`config.mk`:
```
export PLATFORM = sky130hd
export DESIGN_NAME = uart_iid_prio
export DESIGN_NICKNAME = d
export VERILOG_FILES = /design/src/rtl/uart_iid_pkg.sv /design/src/rtl/uart_iid_rx_trig.sv /design/src/rtl/uart_iid_tx_empty.sv /design/src/rtl/uart_iid_enc.sv /design/src/rtl/uart_iid_prio.sv
export SDC_FILE = /design/constraint.sdc
export NUM_CORES = 1
export LEC_CHECK = 0
export BUFFER_PORTS_ARGS = -buffer_cell sky130_fd_sc_hd__buf_2
export CAP_MARGIN = 20
export CORE_MARGIN = 2
export CORE_UTILIZATION = 35
export DETAILED_ROUTE_END_ITERATION = 10
export GPL_TIMING_DRIVEN = 1
export PLACE_DENSITY = 0.7
export SYNTH_ARGS = -nofsm -noshare
export SYNTH_HDL_FRONTEND = slang
export SYNTH_SLANG_ARGS = --single-unit
export TNS_END_PERCENT = 30
```
`constraint.sdc`:
```
create_clock -name clk -period 1.6 [get_ports clk]
set_input_delay 0.24 -clock clk [delete_from_list [all_inputs] [get_ports clk]]
set_output_delay 0.24 -clock clk [all_outputs]
set_load 0.03 [all_outputs]
```
`src/rtl/uart_iid_pkg.sv`:
```
package uart_iid_pkg;

   typedef enum logic [3:0] {
      IID_MODEM = 4'b0000,
      IID_NONE  = 4'b0001,
      IID_THRE  = 4'b0010,
      IID_RDA   = 4'b0100,
      IID_LINE  = 4'b0110,
      IID_BUSY  = 4'b0111,
      IID_TMO   = 4'b1100
   } iid_code_e;

   // source slots, lowest index has highest priority
   localparam int SRC_LINE  = 0;
   localparam int SRC_RDA   = 1;
   localparam int SRC_TMO   = 2;
   localparam int SRC_THRE  = 3;
   localparam int SRC_BUSY  = 4;
   localparam int SRC_MODEM = 5;
   localparam int NUM_SRC   = 6;

   function automatic iid_code_e src_code(input int idx);
      case (idx)
         SRC_LINE:  return IID_LINE;
         SRC_RDA:   return IID_RDA;
         SRC_TMO:   return IID_TMO;
         SRC_THRE:  return IID_THRE;
         SRC_BUSY:  return IID_BUSY;
         SRC_MODEM: return IID_MODEM;
         default:   return IID_NONE;
      endcase
   endfunction

   function automatic int rx_trig_level(input int sel, input int depth);
      case (sel)
         0:       return 1;
         1:       return depth / 4;
         2:       return depth / 2;
         default: return depth - 2;
      endcase
   endfunction

   function automatic int tx_trig_level(input int sel, input int depth);
      case (sel)
         0:       return 0;
         1:       return 2;
         2:       return depth / 4;
         default: return depth / 2;
      endcase
   endfunction

endpackage

```
`src/rtl/uart_iid_rx_trig.sv`:
```
module uart_iid_rx_trig
   import uart_iid_pkg::*;
#(
   parameter int DEPTH = 16,
   parameter int LVL_W = $clog2(DEPTH + 1)
) (
   input  logic             fifo_on,
   input  logic [1:0]       sel,
   input  logic [LVL_W-1:0] level,
   output logic             at_trig
);

   logic [LVL_W-1:0] lvl_tab [4];

   for (genvar g = 0; g < 4; g++) begin : g_lvl
      assign lvl_tab[g] = LVL_W'(rx_trig_level(g, DEPTH));
   end

   always_comb begin
      if (fifo_on) at_trig = (level >= lvl_tab[sel]);
      else         at_trig = (level != '0);
   end

endmodule

```
`src/rtl/uart_iid_tx_empty.sv`:
```
module uart_iid_tx_empty
   import uart_iid_pkg::*;
#(
   parameter int DEPTH = 16,
   parameter int LVL_W = $clog2(DEPTH + 1)
) (
   input  logic             clk,
   input  logic             rst_n,
   input  logic             enable,
   input  logic             fifo_on,
   input  logic [1:0]       sel,
   input  logic [LVL_W-1:0] level,
   input  logic             ack,
   output logic             pend
);

   logic [LVL_W-1:0] lvl_tab [4];
   logic             cond;
   logic             acked_q;

   for (genvar g = 0; g < 4; g++) begin : g_lvl
      assign lvl_tab[g] = LVL_W'(tx_trig_level(g, DEPTH));
   end

   always_comb begin
      if (fifo_on) cond = enable && (level <= lvl_tab[sel]);
      else         cond = enable && (level == '0);
   end

   assign pend = cond && !acked_q && !ack;

   always_ff @(posedge clk or negedge rst_n) begin
      if (!rst_n)      acked_q <= 1'b0;
      else if (!cond)  acked_q <= 1'b0;
      else if (ack)    acked_q <= 1'b1;
   end

   // an acknowledged source stays silent while its condition holds
   AST_ACK_HOLDS: assert property (@(posedge clk) disable iff (!rst_n)
      (ack && cond) |=> (!pend || !cond || !$past(cond)) || !acked_q);

endmodule

```
`src/rtl/uart_iid_enc.sv`:
```
module uart_iid_enc
   import uart_iid_pkg::*;
#(
   parameter int N = NUM_SRC
) (
   input  logic [N-1:0] pend,
   output logic [N-1:0] grant,
   output iid_code_e    code
);

   always_comb begin
      grant = '0;
      code  = IID_NONE;
      for (int i = N - 1; i >= 0; i--) begin
         if (pend[i]) begin
            grant    = '0;
            grant[i] = 1'b1;
            code     = src_code(i);
         end
      end
   end

endmodule

```
`src/rtl/uart_iid_prio.sv`:
```
module uart_iid_prio
   import uart_iid_pkg::*;
#(
   parameter int FIFO_DEPTH = 16,
   parameter int LVL_W      = $clog2(FIFO_DEPTH + 1)
) (
   input  logic             clk,
   input  logic             rst_n,
   input  logic [3:0]       int_en,
   input  logic             fifo_on,
   input  logic [1:0]       rx_trig_sel,
   input  logic [1:0]       tx_trig_sel,
   input  logic [LVL_W-1:0] rx_level,
   input  logic [LVL_W-1:0] tx_level,
   input  logic             line_err,
   input  logic             char_tmo,
   input  logic             modem_chg,
   input  logic             busy_det,
   input  logic             iid_rd,
   output logic [7:0]       iid_byte,
   output logic             irq
);

   localparam int EN_RDA   = 0;
   localparam int EN_THRE  = 1;
   localparam int EN_LINE  = 2;
   localparam int EN_MODEM = 3;

   if (FIFO_DEPTH < 8 || (FIFO_DEPTH & (FIFO_DEPTH - 1)) != 0) begin : g_bad_depth
      $error("FIFO_DEPTH must be a power of two, at least 8");
   end
   if (LVL_W < $clog2(FIFO_DEPTH + 1)) begin : g_bad_lvl_w
      $error("LVL_W too narrow for FIFO_DEPTH");
   end

   logic [NUM_SRC-1:0] pend;
   logic [NUM_SRC-1:0] grant;
   iid_code_e          win_code;
   iid_code_e          code_q;
   logic               fen_q;
   logic               irq_q;
   logic               rx_hit;
   logic               thre_pend;
   logic               thre_ack;

   assign thre_ack = iid_rd && (code_q == IID_THRE);

   uart_iid_rx_trig #(.DEPTH(FIFO_DEPTH), .LVL_W(LVL_W)) i_rx_trig (
      .fifo_on (fifo_on),
      .sel     (rx_trig_sel),
      .level   (rx_level),
      .at_trig (rx_hit)
   );

   uart_iid_tx_empty #(.DEPTH(FIFO_DEPTH), .LVL_W(LVL_W)) i_tx_empty (
      .clk     (clk),
      .rst_n   (rst_n),
      .enable  (int_en[EN_THRE]),
      .fifo_on (fifo_on),
      .sel     (tx_trig_sel),
      .level   (tx_level),
      .ack     (thre_ack),
      .pend    (thre_pend)
   );

   always_comb begin
      pend            = '0;
      pend[SRC_LINE]  = line_err && int_en[EN_LINE];
      pend[SRC_RDA]   = rx_hit && int_en[EN_RDA];
      pend[SRC_TMO]   = char_tmo && fifo_on && int_en[EN_RDA];
      pend[SRC_THRE]  = thre_pend;
      pend[SRC_BUSY]  = busy_det;
      pend[SRC_MODEM] = modem_chg && int_en[EN_MODEM];
   end

   uart_iid_enc #(.N(NUM_SRC)) i_enc (
      .pend  (pend),
      .grant (grant),
      .code  (win_code)
   );

   always_ff @(posedge clk or negedge rst_n) begin
      if (!rst_n) begin
         code_q <= IID_NONE;
         fen_q  <= 1'b0;
         irq_q  <= 1'b0;
      end else begin
         code_q <= win_code;
         fen_q  <= fifo_on;
         irq_q  <= |pend;
      end
   end

   assign iid_byte = {fen_q, fen_q, 2'b00, code_q};
   assign irq      = irq_q;

   AST_ONE_WINNER: assert property (@(posedge clk) disable iff (!rst_n)
      $onehot0(grant));
   AST_QUIET_NONE: assert property (@(posedge clk) disable iff (!rst_n)
      (int_en == 4'b0000 && !busy_det) |=> code_q == IID_NONE);
   AST_LINE_FIRST: assert property (@(posedge clk) disable iff (!rst_n)
      (line_err && int_en[EN_LINE]) |=> code_q == IID_LINE);
   AST_THRE_ACK: assert property (@(posedge clk) disable iff (!rst_n)
      (iid_rd && code_q == IID_THRE) |=> code_q != IID_THRE);
   AST_BUSY_SEEN: assert property (@(posedge clk) disable iff (!rst_n)
      busy_det |=> (code_q != IID_MODEM && code_q != IID_NONE));
   AST_FIFO_FLAGS: assert property (@(posedge clk) disable iff (!rst_n)
      1'b1 |=> (iid_byte[7:6] == {2{$past(fifo_on)}} && iid_byte[5:4] == 2'b00));
   AST_IRQ_CODE: assert property (@(posedge clk) disable iff (!rst_n)
      irq == (code_q != IID_NONE));

endmodule

```
==> results of run 1 <==
## final cells by class
| cell class | count | area, sq um | area share (%) |
|---|---|---|---|
| inverters | 6 | 22.5 | 2.77 |
| repair buffers | 37 | 206 | 25.4 |
| clock buffers | 4 | 26.3 | 3.24 |
| well taps | 16 | 20.0 | 2.47 |
| multi-input cells | 44 | 360 | 44.4 |
| flip-flops and latches | 7 | 176 | 21.7 |
## state kept, by name (all words and copies together) (netlist names)
| name | cells |
|---|---|
| code_q | 4 |
| fen_q | 1 |
| i_tx_empty.acked_q | 1 |
| irq | 1 |
## metrics by stage
stage	power, uW	hold slack (ns)
2_1_floorplan	290	-0.0556
3_5_place_dp	355	0.0779
3_3_place_gp	350	0.0718
4_1_cts	522	0.217
6_report	515	0.226
5_1_grt	553	0.222
## power groups by stage
stage          registers, uW  clock network [uW]  logic, uW
2_1_floorplan            217                   0       73.4
3_3_place_gp             197                   0        153
3_5_place_dp             197                   0        157
4_1_cts                  195                 161        167
5_1_grt                  195                 174        184
6_report                 195                 153        167
## Yosys cell counts, types with 2 or more instances
| master | number |
|---|---|
| inv_1 | 6 |
| nor3b_1 | 2 |
| ha_1 | 7 |
| o21ai_0 | 3 |
| a21oi_1 | 4 |
| nor4b_1 | 2 |
| dfrtp_1 | 6 |
| nand2_1 | 3 |
| nor2_1 | 3 |
| buf_4 | 4 |
| or4_1 | 2 |
| nor2b_1 | 2 |
## metal layers
| layer | up-vias | GRT usage (%) | routed length [microns] |
|---|---|---|---|
| met2 | 20 | 22.4 | 640 |
| li1 | 288 | - | - |
| met1 | 256 | 14.0 | 445 |
| met3 | 2 | 1.25 | 75 |
| met5 | - | 0 | 0 |
| met4 | 0 | 10.9 | 8 |
## kinds of logic after synthesis
family / count (synthesis)
and+or+nand+nor: 21
AOI/OAI and AO/OA: 14
buffers and inverters: 10
adders and majority gates: 7
DFF: 7
other: 1
## worst min path at each step
stage            start         to  slack [ns]  cells past startpoint
3_3_place_gp     rst_n        irq        0.07                      1
3_5_place_dp     rst_n        irq        0.08                      1
2_1_floorplan    rst_n  code_q[1]       -0.06                      0
5_1_grt        fifo_on      fen_q        0.22                      2
4_1_cts        fifo_on      fen_q        0.22                      2
6_report       fifo_on      fen_q        0.23                      2
## repair_timing
item                                   CTS  global route
buffers inserted                         1             0
gates cloned                             0             0
setup endpoints to repair                1             3
gates resized for setup                  3             1
hold buffers                             1             0
endpoints found under the hold margin    6             0
pin swaps                                1             0
==> impl_results.md, run 1 <==
* Clock skew at 0.000509 ns
* First-pass detailed-route iteration total at 3
* Final setup violation count at 0
* Final Max Slew Viols at 0
* Largest stage delay, worst path at 0.53 ns
* Main synth FF type: dfrtp_1
* Net Switching at 156 uW
* Worst R2R End: code_q[0]
* Layout area overhead at 45.5%
* CP bufs+invs at 1
* Max cap viols at 0
* Worst vdd ir at 0.000220 V
* Ys Warns at 0
* GPL Wtd Cong at 0.663
* Most common cell after layout, fill and taps aside: buf_2
* Final WS setup at 0.00548 ns
* Yosys top cell area share at 26.9%
* Largest family of logic cells by synthesized area: simple AND/OR/NAND/NOR gates
* Post-Place Worst Slack at -0.286 ns
* Finished Layout Cells at 114
* Async set-reset flop share out of synthesis at 100%
* Routed WL at 1170 microns
* GRT overflow at 0
* Skew-Pair Late Insertion Delay at 0.24 ns
* Clock Tree Buf Depth at 2
* Placed Cells at 108
* Final Util at 53.9%
* Critical Path End: code_q[2]
* Combinational Power Share at 32.5%
* Clk pin slew, worst setup/hold paths at 0.05 ns
* Max FO, Critical Path at 2
* Pleak at 0.000413 uW
* Iter 0 DRT Violations at 2
* CP max stage cell: or4_4
* I/O pin count at 35
* Seq pwr share at 37.8%
* Total core area at 0.00151 sq mm
* Port Buffer Count at 32
* Most frequent cells in the layout: 31 x buf_2, 7 x ha_1, 6 x inv_1, 6 x dfrtp_1, 4 x buf_4
* Crit path launch: fifo_on
* Sequential area share after synthesis at 31.6%
* Net count reported at finish at 132
* R2r setup slk at 0.30 ns
* CTS root buf: clkbuf_4
* DR DRC count at 0
* Htree depth at 1
* Synth top area cells: dfrtp_1 27%, ha_1 16%, buf_4 5.4%, dfstp_2 4.7%, inv_1 4.0%
* Initial Util at 37.0%
* Synth Area in Simple Gates at 25.1%
* Critical path data required time at 1.73 ns
* Crit path kind: in2reg
* Sw Ratio at 30.2%
* DP Area at 738 sq um
* Syn Std Cell Area at 558 sq um
* R2r worst-path depth at 5
* Wire per inst at 10.3 microns
* Post-Synth Adder-Cell Area at 15.7%
* Cell depth of the worst setup path at 6
* Cells after Synth at 60
* Tot GR Track Use at 13.0%
* Final Cell Area at 812 sq um
* First-pass GRT wire length at 1810 microns
* Post-Route Setup TNS at 0 ns
* Number of global-route vias before repair at 491
* Top delay family on crit path: compound AO/OA/AOI/OAI gates
* Mux contribution to synthesized area at 0%
* Clock power frac at 29.7%
* Share of cells above drive strength 1 at 46.9%
* Fin crit period at 1.59 ns
* # diodes at 0
* Status: finished clean
* Pint at 359 uW
* Vias post-DR at 566
* FP Rows at 14
* Reg2reg start: code_q[0]
* Final HPWL DP at 1040 microns
* Pwr per Cell Area at 634 mW/mm^2
* TritonCTS clock tree: done
* Fin. Hold Viols at 0
* CP startpoint kind: primary input
* Syn avg cell area at 9.30 sq um
* Initial antenna violation count at 0
* Min-delay worst type: in2reg
* Vias per cell at 4.96
* Distinct cells, synth at 28
* Synth Area in XOR/XNOR at 0%
* Cell Chain, Critical Path: buf_6 > or4_4 > a2111oi_4 > a21oi_2 > nand2b_4 > a221o_1
* Remaining antenna violation count at 0
* Worst Setup End Kind: register
* Largest net degree at the start of global routing at 8
* Final period util at 99.7%
* Post-synth EDFFs at 0
* Chip width at 43.9 microns
* Total CTS buffers at 3
* Yosys reg bits at 7
* Fill cells at 140
* Yosys top cell by area: dfrtp_1
* Fmax at 0.627 GHz
* Total die area at 0.00193 sq mm
* Critical path arrival at 1.72 ns
* RSZ-0062 raised after global routing: yes
* Die Height at 43.9 microns
* Compound-Gate Fraction of Synth Area at 17.5%
* Count of clock tree sinks at 7
Power figures use the tool's default switching activity.
==> run 2: changes to the inputs <==
- CORE_UTILIZATION: 35 -> 40
- PLACE_DENSITY: 0.7 -> 0.78
==> run 2 against run 1 <==
The run now ends with setup timing left; highest routed layer unchanged; critical path type unchanged; largest power group unchanged; clock skew is 0.0013 ns higher; sequential power hardly changed; maximum frequency is 3.4% lower; clock-buffer cell count stayed put.
==> impl_results.md, run 2 (synthesized netlist as in run 1, its figures left out) <==
* Layout area overhead at 57.4%
* Reg2reg start: code_q[3]
* Post-Place Worst Slack at -0.312 ns (-0.0257 ns)
* Final setup violation count at 4 (+4)
* Top reg by flops: code_q
* I/O pin count at 35 (unchanged)
* R2r setup slk at 0.23 ns (-0.07 ns)
* Routed WL at 1420 microns (+21%)
* Worst Setup End Kind: register
* Worst hold path endpoint: fen_q
* Max reg flops at 4 (unchanged)
* Min-delay worst type: in2reg
* Skew-Pair Late Insertion Delay at 0.25 ns (about the same)
* First-pass GRT wire length at 2060 microns (+14%)
* CTS root buf: clkbuf_4
* Number of global-route vias before repair at 528 (+7.5%)
* Chip width at 41.4 microns (-5.9%)
* Wire per inst at 12.2 microns (+19%)
* Total die area at 0.00171 sq mm (-11%)
* Final Max Slew Viols at 0 (unchanged)
* Htree depth at 1 (unchanged)
* Failing checks: setup timing
* Pleak at 0.000436 uW (+5.5%)
* Initial antenna violation count at 0 (unchanged)
* TritonCTS clock tree: done
* Port Buffer Count at 32 (unchanged)
* Fin. Hold Viols at 0 (unchanged)
* Net count reported at finish at 135 (+2.3%)
* Tot GR Track Use at 18.8% (+5.9 points)
* Total core area at 0.00130 sq mm (-14%)
* Fmax at 0.606 GHz (-3.4%)
* RSZ-0062 raised after global routing: yes
* Count of clock tree sinks at 7 (unchanged)
* Remaining antenna violation count at 0 (unchanged)
* Final HPWL DP at 1080 microns (+4.0%)
* Worst vdd ir at 0.000318 V (+45%)
* CP bufs+invs at 1 (unchanged)
* Clk pin slew, worst setup/hold paths at 0.05 ns (about the same)
* Top delay family on crit path: compound AO/OA/AOI/OAI gates
* CP max stage cell: a2111oi_4
* Crit path kind: in2reg
* Critical path data required time at 1.73 ns (about the same)
* Cell depth of the worst setup path at 8 (+2)
* Die Height at 41.4 microns (-5.9%)
* Share of cells above drive strength 1 at 51.5% (+4.5 points)
* Pwr per Cell Area at 612 mW/mm^2 (-3.5%)
* FP Rows at 13 (-1)
* Status: complete, but fails checks
* Worst hold start: fifo_on
* Vias per cell at 5.09 (+2.4%)
* GRT overflow at 0 (unchanged)
* Clock skew at 0.00179 ns (+0.00128 ns)
* Final period util at 103% (+3.5 points)
* Most common cell after layout, fill and taps aside: buf_2
* Vias post-DR at 590 (+4.2%)
* Final WS setup at -0.0498 ns (-0.0553 ns)
* R2r worst-path depth at 5 (unchanged)
* Initial Util at 42.9% (+5.8 points)
* Most frequent cells in the layout: 29 x buf_2, 7 x buf_4, 6 x inv_1, 6 x dfrtp_1, 5 x ha_1
* Critical path arrival at 1.78 ns (+0.06 ns)
* Largest net degree at the start of global routing at 8 (unchanged)
* Total CTS buffers at 3 (unchanged)
* CP startpoint kind: primary input
* Largest stage delay, worst path at 0.39 ns (-0.14 ns)
* Worst R2R End: code_q[0]
* GPL Wtd Cong at 0.708 (+6.7%)
* Final Util at 67.5% (+14 points)
* # diodes at 0 (unchanged)
* First-pass detailed-route iteration total at 3 (unchanged)
* Cell Chain, Critical Path: buf_6 > nand2b_4 > ha_4 > nand4_1 > a2111oi_4 > a21oi_2 > nand2b_4 > a221o_1
* Max cap viols at 0 (unchanged)
* Hold Path Depth at 2 (unchanged)
* Iter 0 DRT Violations at 7 (+5)
* Max FO, Critical Path at 3 (+1)
* Clock Tree Buf Depth at 2 (unchanged)
* DR DRC count at 0 (unchanged)
* Fin crit period at 1.65 ns (+0.0553 ns)
* Most used cell, CP: nand2b_4
run 2: changes by cell type in the layout (fill, tap and decap cells not counted):
cell	delta
buf_2	-2
buf_4	+3
buf_6	+2
ha_1	-2
ha_4	+2
nor2b_1	-1
nor2b_4	+1
run 2: per-layer routing:
layer / part of all wire [%] / global-route usage [%] / vias to the layer above
met3: 4.5 / 0 / 2
met5: 0 / 0 / -
met1: 35 / 19.4 / 271
li1: - / - / 296
met2: 59 / 37.1 / 21
met4: 1.3 / 12.1 / 0
run 2: worst max path at each step:
stage                               from        end  slack (ns)
after global placement    tx_trig_sel[0]  code_q[2]       -0.27
after global routing      tx_trig_sel[0]  code_q[2]       -0.14
after floorplan           tx_trig_sel[0]  code_q[2]       -0.10
final                     tx_trig_sel[0]  code_q[2]       -0.05
after CTS                    tx_level[3]  code_q[2]       -0.02
after detailed placement  tx_trig_sel[0]  code_q[2]       -0.31
run 2: power by group:
group          switching (uW)  internal [uW]
Sequential               4.32            190
Combinational             100           86.1
Clock                    62.1           95.0
Total                     166            371
run 2: area by class of cell:
| class | instances | area [sq um] |
|---|---|---|
| inverter | 6 | 22.5 |
| clock buffer | 4 | 26.3 |
| fill | 113 | 423 |
| tap | 15 | 18.8 |
| multi-input combinational | 44 | 393 |
| timing repair buffer | 40 | 241 |
| sequential | 7 | 176 |
run 2: repair_timing:
action / 4_1_cts / 5_1_grt
endpoints found under the setup margin: 1 / 4
setup buffers: 2 / 1
pin swaps: 4 / 6
hold buffers: 1 / 0
hold endpoints to repair: 6 / 0
gates resized for setup: 4 / 8
run 2: through the flow:
step                      std cells  TNS [ns]  cell area, sq um  hold slack (ns)  total power, uW
final                           116    -0.136               878            0.255              537
after global routing            116    -0.577               878            0.247              577
after detailed placement        108    -0.785               744           0.0792              357
after floorplan                  61    -0.100               566          -0.0556              290
after CTS                       115   -0.0150               826            0.242              529
after global placement          108    -0.559               744           0.0707              352
run 2: worst reg2reg max path: stages, from the launching register on:
cell	delay (ns)
dfrtp_1	0.37
nor4b_1	0.40
a21oi_2	0.15
nand2b_4	0.09
buf_4	0.11
and4b_1	0.19
==> run 3: changes to the inputs <==
- BUFFER_PORTS_ARGS: -buffer_cell sky130_fd_sc_hd__buf_2 -> -buffer_cell sky130_fd_sc_hd__buf_4
==> run 3 against run 2 <==
The flow still finishes with violations (setup timing); final area increased by 5.3%; first-iteration DRC count shrank 43%; via count is 0.34% higher; cell count is 0.86% lower; clock skew increased by 0.0011 ns.
==> impl_results.md, run 3 (synthesized netlist as in run 1, its figures left out) <==
* Status: complete, but fails checks
* Seq pwr share at 35.4% (-0.7 points)
* Worst R2R End: code_q[0]
* Worst hold start: int_en[3]
* First-pass GRT wire length at 2080 microns (+0.63%)
* Net count reported at finish at 134 (-0.74%)
* Tot GR Track Use at 18.3% (-0.51 points)
* Worst vdd ir at 0.000300 V (-5.7%)
* Largest stage delay, worst path at 0.54 ns (+0.15 ns)
* CP bufs+invs at 1 (unchanged)
* Fmax at 0.618 GHz (+2.0%)
* First-pass detailed-route iteration total at 2 (-1)
* # diodes at 0 (unchanged)
* Clock skew at 0.00291 ns (+0.00112 ns)
* Combinational Power Share at 37.0% (+2.4 points)
* CP max stage cell: or4_4
* Htree depth at 1 (unchanged)
* Clock Tree Buf Depth at 2 (unchanged)
* Fin crit period at 1.62 ns (-0.0327 ns)
* Count of clock tree sinks at 7 (unchanged)
* Die Height at 41.4 microns (unchanged)
* Final setup violation count at 1 (-3)
* Most common cell after layout, fill and taps aside: buf_4
* CP startpoint kind: primary input
* Register area at 176 sq um (unchanged)
* Final Cell Area at 925 sq um (+5.3%)
* Top delay family on crit path: compound AO/OA/AOI/OAI gates
* Reg2reg start: code_q[0]
* Max FO, Critical Path at 2 (-1)
* GRT overflow at 0 (unchanged)
* Initial antenna violation count at 0 (unchanged)
* Most frequent cells in the layout: 36 x buf_4, 6 x inv_1, 6 x ha_1, 6 x dfrtp_1
* Layout area overhead at 65.7%
* Pint at 389 uW (+4.9%)
* Total core area at 0.00130 sq mm (unchanged)
* Net Switching at 161 uW (-3.0%)
* Total CTS buffers at 3 (unchanged)
* Max cap viols at 0 (unchanged)
* Worst Setup End Kind: register
* CTS root buf: clkbuf_4
* Post-Place Worst Slack at -0.304 ns (+0.00767 ns)
* Wire per inst at 12.0 microns (-1.8%)
* DP Area at 817 sq um (+9.7%)
* Final HPWL DP at 1070 microns (-0.78%)
* R2r worst-path depth at 5 (unchanged)
* GPL Wtd Cong at 0.694 (-1.9%)
* Worst hold path endpoint: irq
* Chip width at 41.4 microns (unchanged)
* Initial Util at 42.9% (unchanged)
* Fill cells at 101 (-11%)
* TritonCTS clock tree: done
* Clk pin slew, worst setup/hold paths at 0.05 ns (about the same)
* DR DRC count at 0 (unchanged)
* Top reg by flops: code_q
* Number of global-route vias before repair at 522 (-1.1%)
* Skew-Pair Late Insertion Delay at 0.24 ns (about the same)
* Vias post-DR at 592 (+0.34%)
* Multi-input gate area at 378 sq um (-3.8%)
* Share of cells above drive strength 1 at 50.0% (-1.5 points)
* Crit path kind: in2reg
* Max reg flops at 4 (unchanged)
* Failing checks: setup timing
* Routed WL at 1380 microns (-2.6%)
* RSZ-0062 raised after global routing: yes
* Iter 0 DRT Violations at 4 (-3)
* Sw Ratio at 29.3% (-1.7 points)
* Remaining antenna violation count at 0 (unchanged)
* Clock power frac at 27.7% (-1.5 points)
* Min-delay worst type: in2reg
* Final WS setup at -0.0172 ns (+0.0327 ns)
* R2r setup slk at 0.25 ns (+0.02 ns)
* Critical path data required time at 1.73 ns (about the same)
* Total die area at 0.00171 sq mm (unchanged)
* Vias per cell at 5.15 (+1.2%)
* Fin. Hold Viols at 0 (unchanged)
* Cell Chain, Critical Path: buf_6 > or4_4 > a2111oi_4 > a21oi_2 > nand2b_4 > a221o_1
* Final period util at 101% (-2.0 points)
* I/O pin count at 35 (unchanged)
* Pwr per Cell Area at 595 mW/mm^2 (-2.7%)
* Pleak at 0.000451 uW (+3.4%)
* FP Rows at 13 (unchanged)
* Final Max Slew Viols at 0 (unchanged)
* Largest net degree at the start of global routing at 8 (unchanged)
* Critical path arrival at 1.74 ns (-0.04 ns)
* Hold Path Depth at 3 (+1)
* Port Buffer Count at 32 (unchanged)
[run 3: worst max path at each step]
stage                   startpoint         to  slack (ns)  cells past startpoint
floorplan           tx_trig_sel[0]  code_q[2]       -0.10                      7
global placement    tx_trig_sel[0]  code_q[2]       -0.27                      8
detailed placement  tx_trig_sel[0]  code_q[2]       -0.30                      8
CTS                    tx_level[3]  code_q[2]      -0.008                      6
global route        tx_trig_sel[0]  code_q[2]       -0.06                      8
finish                 tx_level[3]  code_q[2]       -0.02                      6
[run 3: final cells by class]
cell class,count,area share [%]
clock buffers,4,2.84
multi-input cells,44,40.9
repair buffers,39,32.7
inverters,6,2.44
well taps,15,2.03
flip-flops and latches,7,19.1
[run 3: metal layers]
metal	track usage, %	routed length, microns	vias up
li1	-	-	294
met4	9.68	0	0
met2	32.8	784	21
met1	22.1	534	277
met5	0	0	-
met3	0.532	62	0
[run 3: worst register-to-register path, stage by stage, from the launching register on]
cell	delay (ns)
dfstp_2	0.36
nor4b_1	0.39
a21oi_2	0.15
nand2b_4	0.09
buf_4	0.12
and4b_1	0.19
[run 3: power by group through the flow]
stage / Combinational, uW / Sequential [uW] / Clock [uW]
after floorplan: 73.4 / 217 / 0
after global placement: 178 / 197 / 0
after detailed placement: 181 / 198 / 0
after CTS: 194 / 195 / 159
after global routing: 225 / 196 / 170
final: 204 / 195 / 152
[run 3: what timing repair did]
action / 4_1_cts / 5_1_grt
buffers inserted: 3 / 0
hold buffers: 1 / 0
hold endpoints to repair: 7 / 0
setup endpoints to repair: 1 / 4
resized for setup: 4 / 3
pin swaps: 2 / 0
[run 3: through the flow]
stage / setup TNS [ns] / hold slack [ns] / instances / utilization (%) / total power (uW)
floorplan: -0.100 / -0.0556 / 61 / - / 290
global route: -0.139 / 0.234 / 115 / 71.1 / 592
finish: -0.0172 / 0.248 / 115 / 71.1 / 551
global placement: -0.578 / 0.0510 / 107 / 62.8 / 375
detailed placement: -0.652 / 0.0533 / 107 / 62.8 / 379
CTS: -0.00800 / 0.238 / 115 / 69.1 / 547
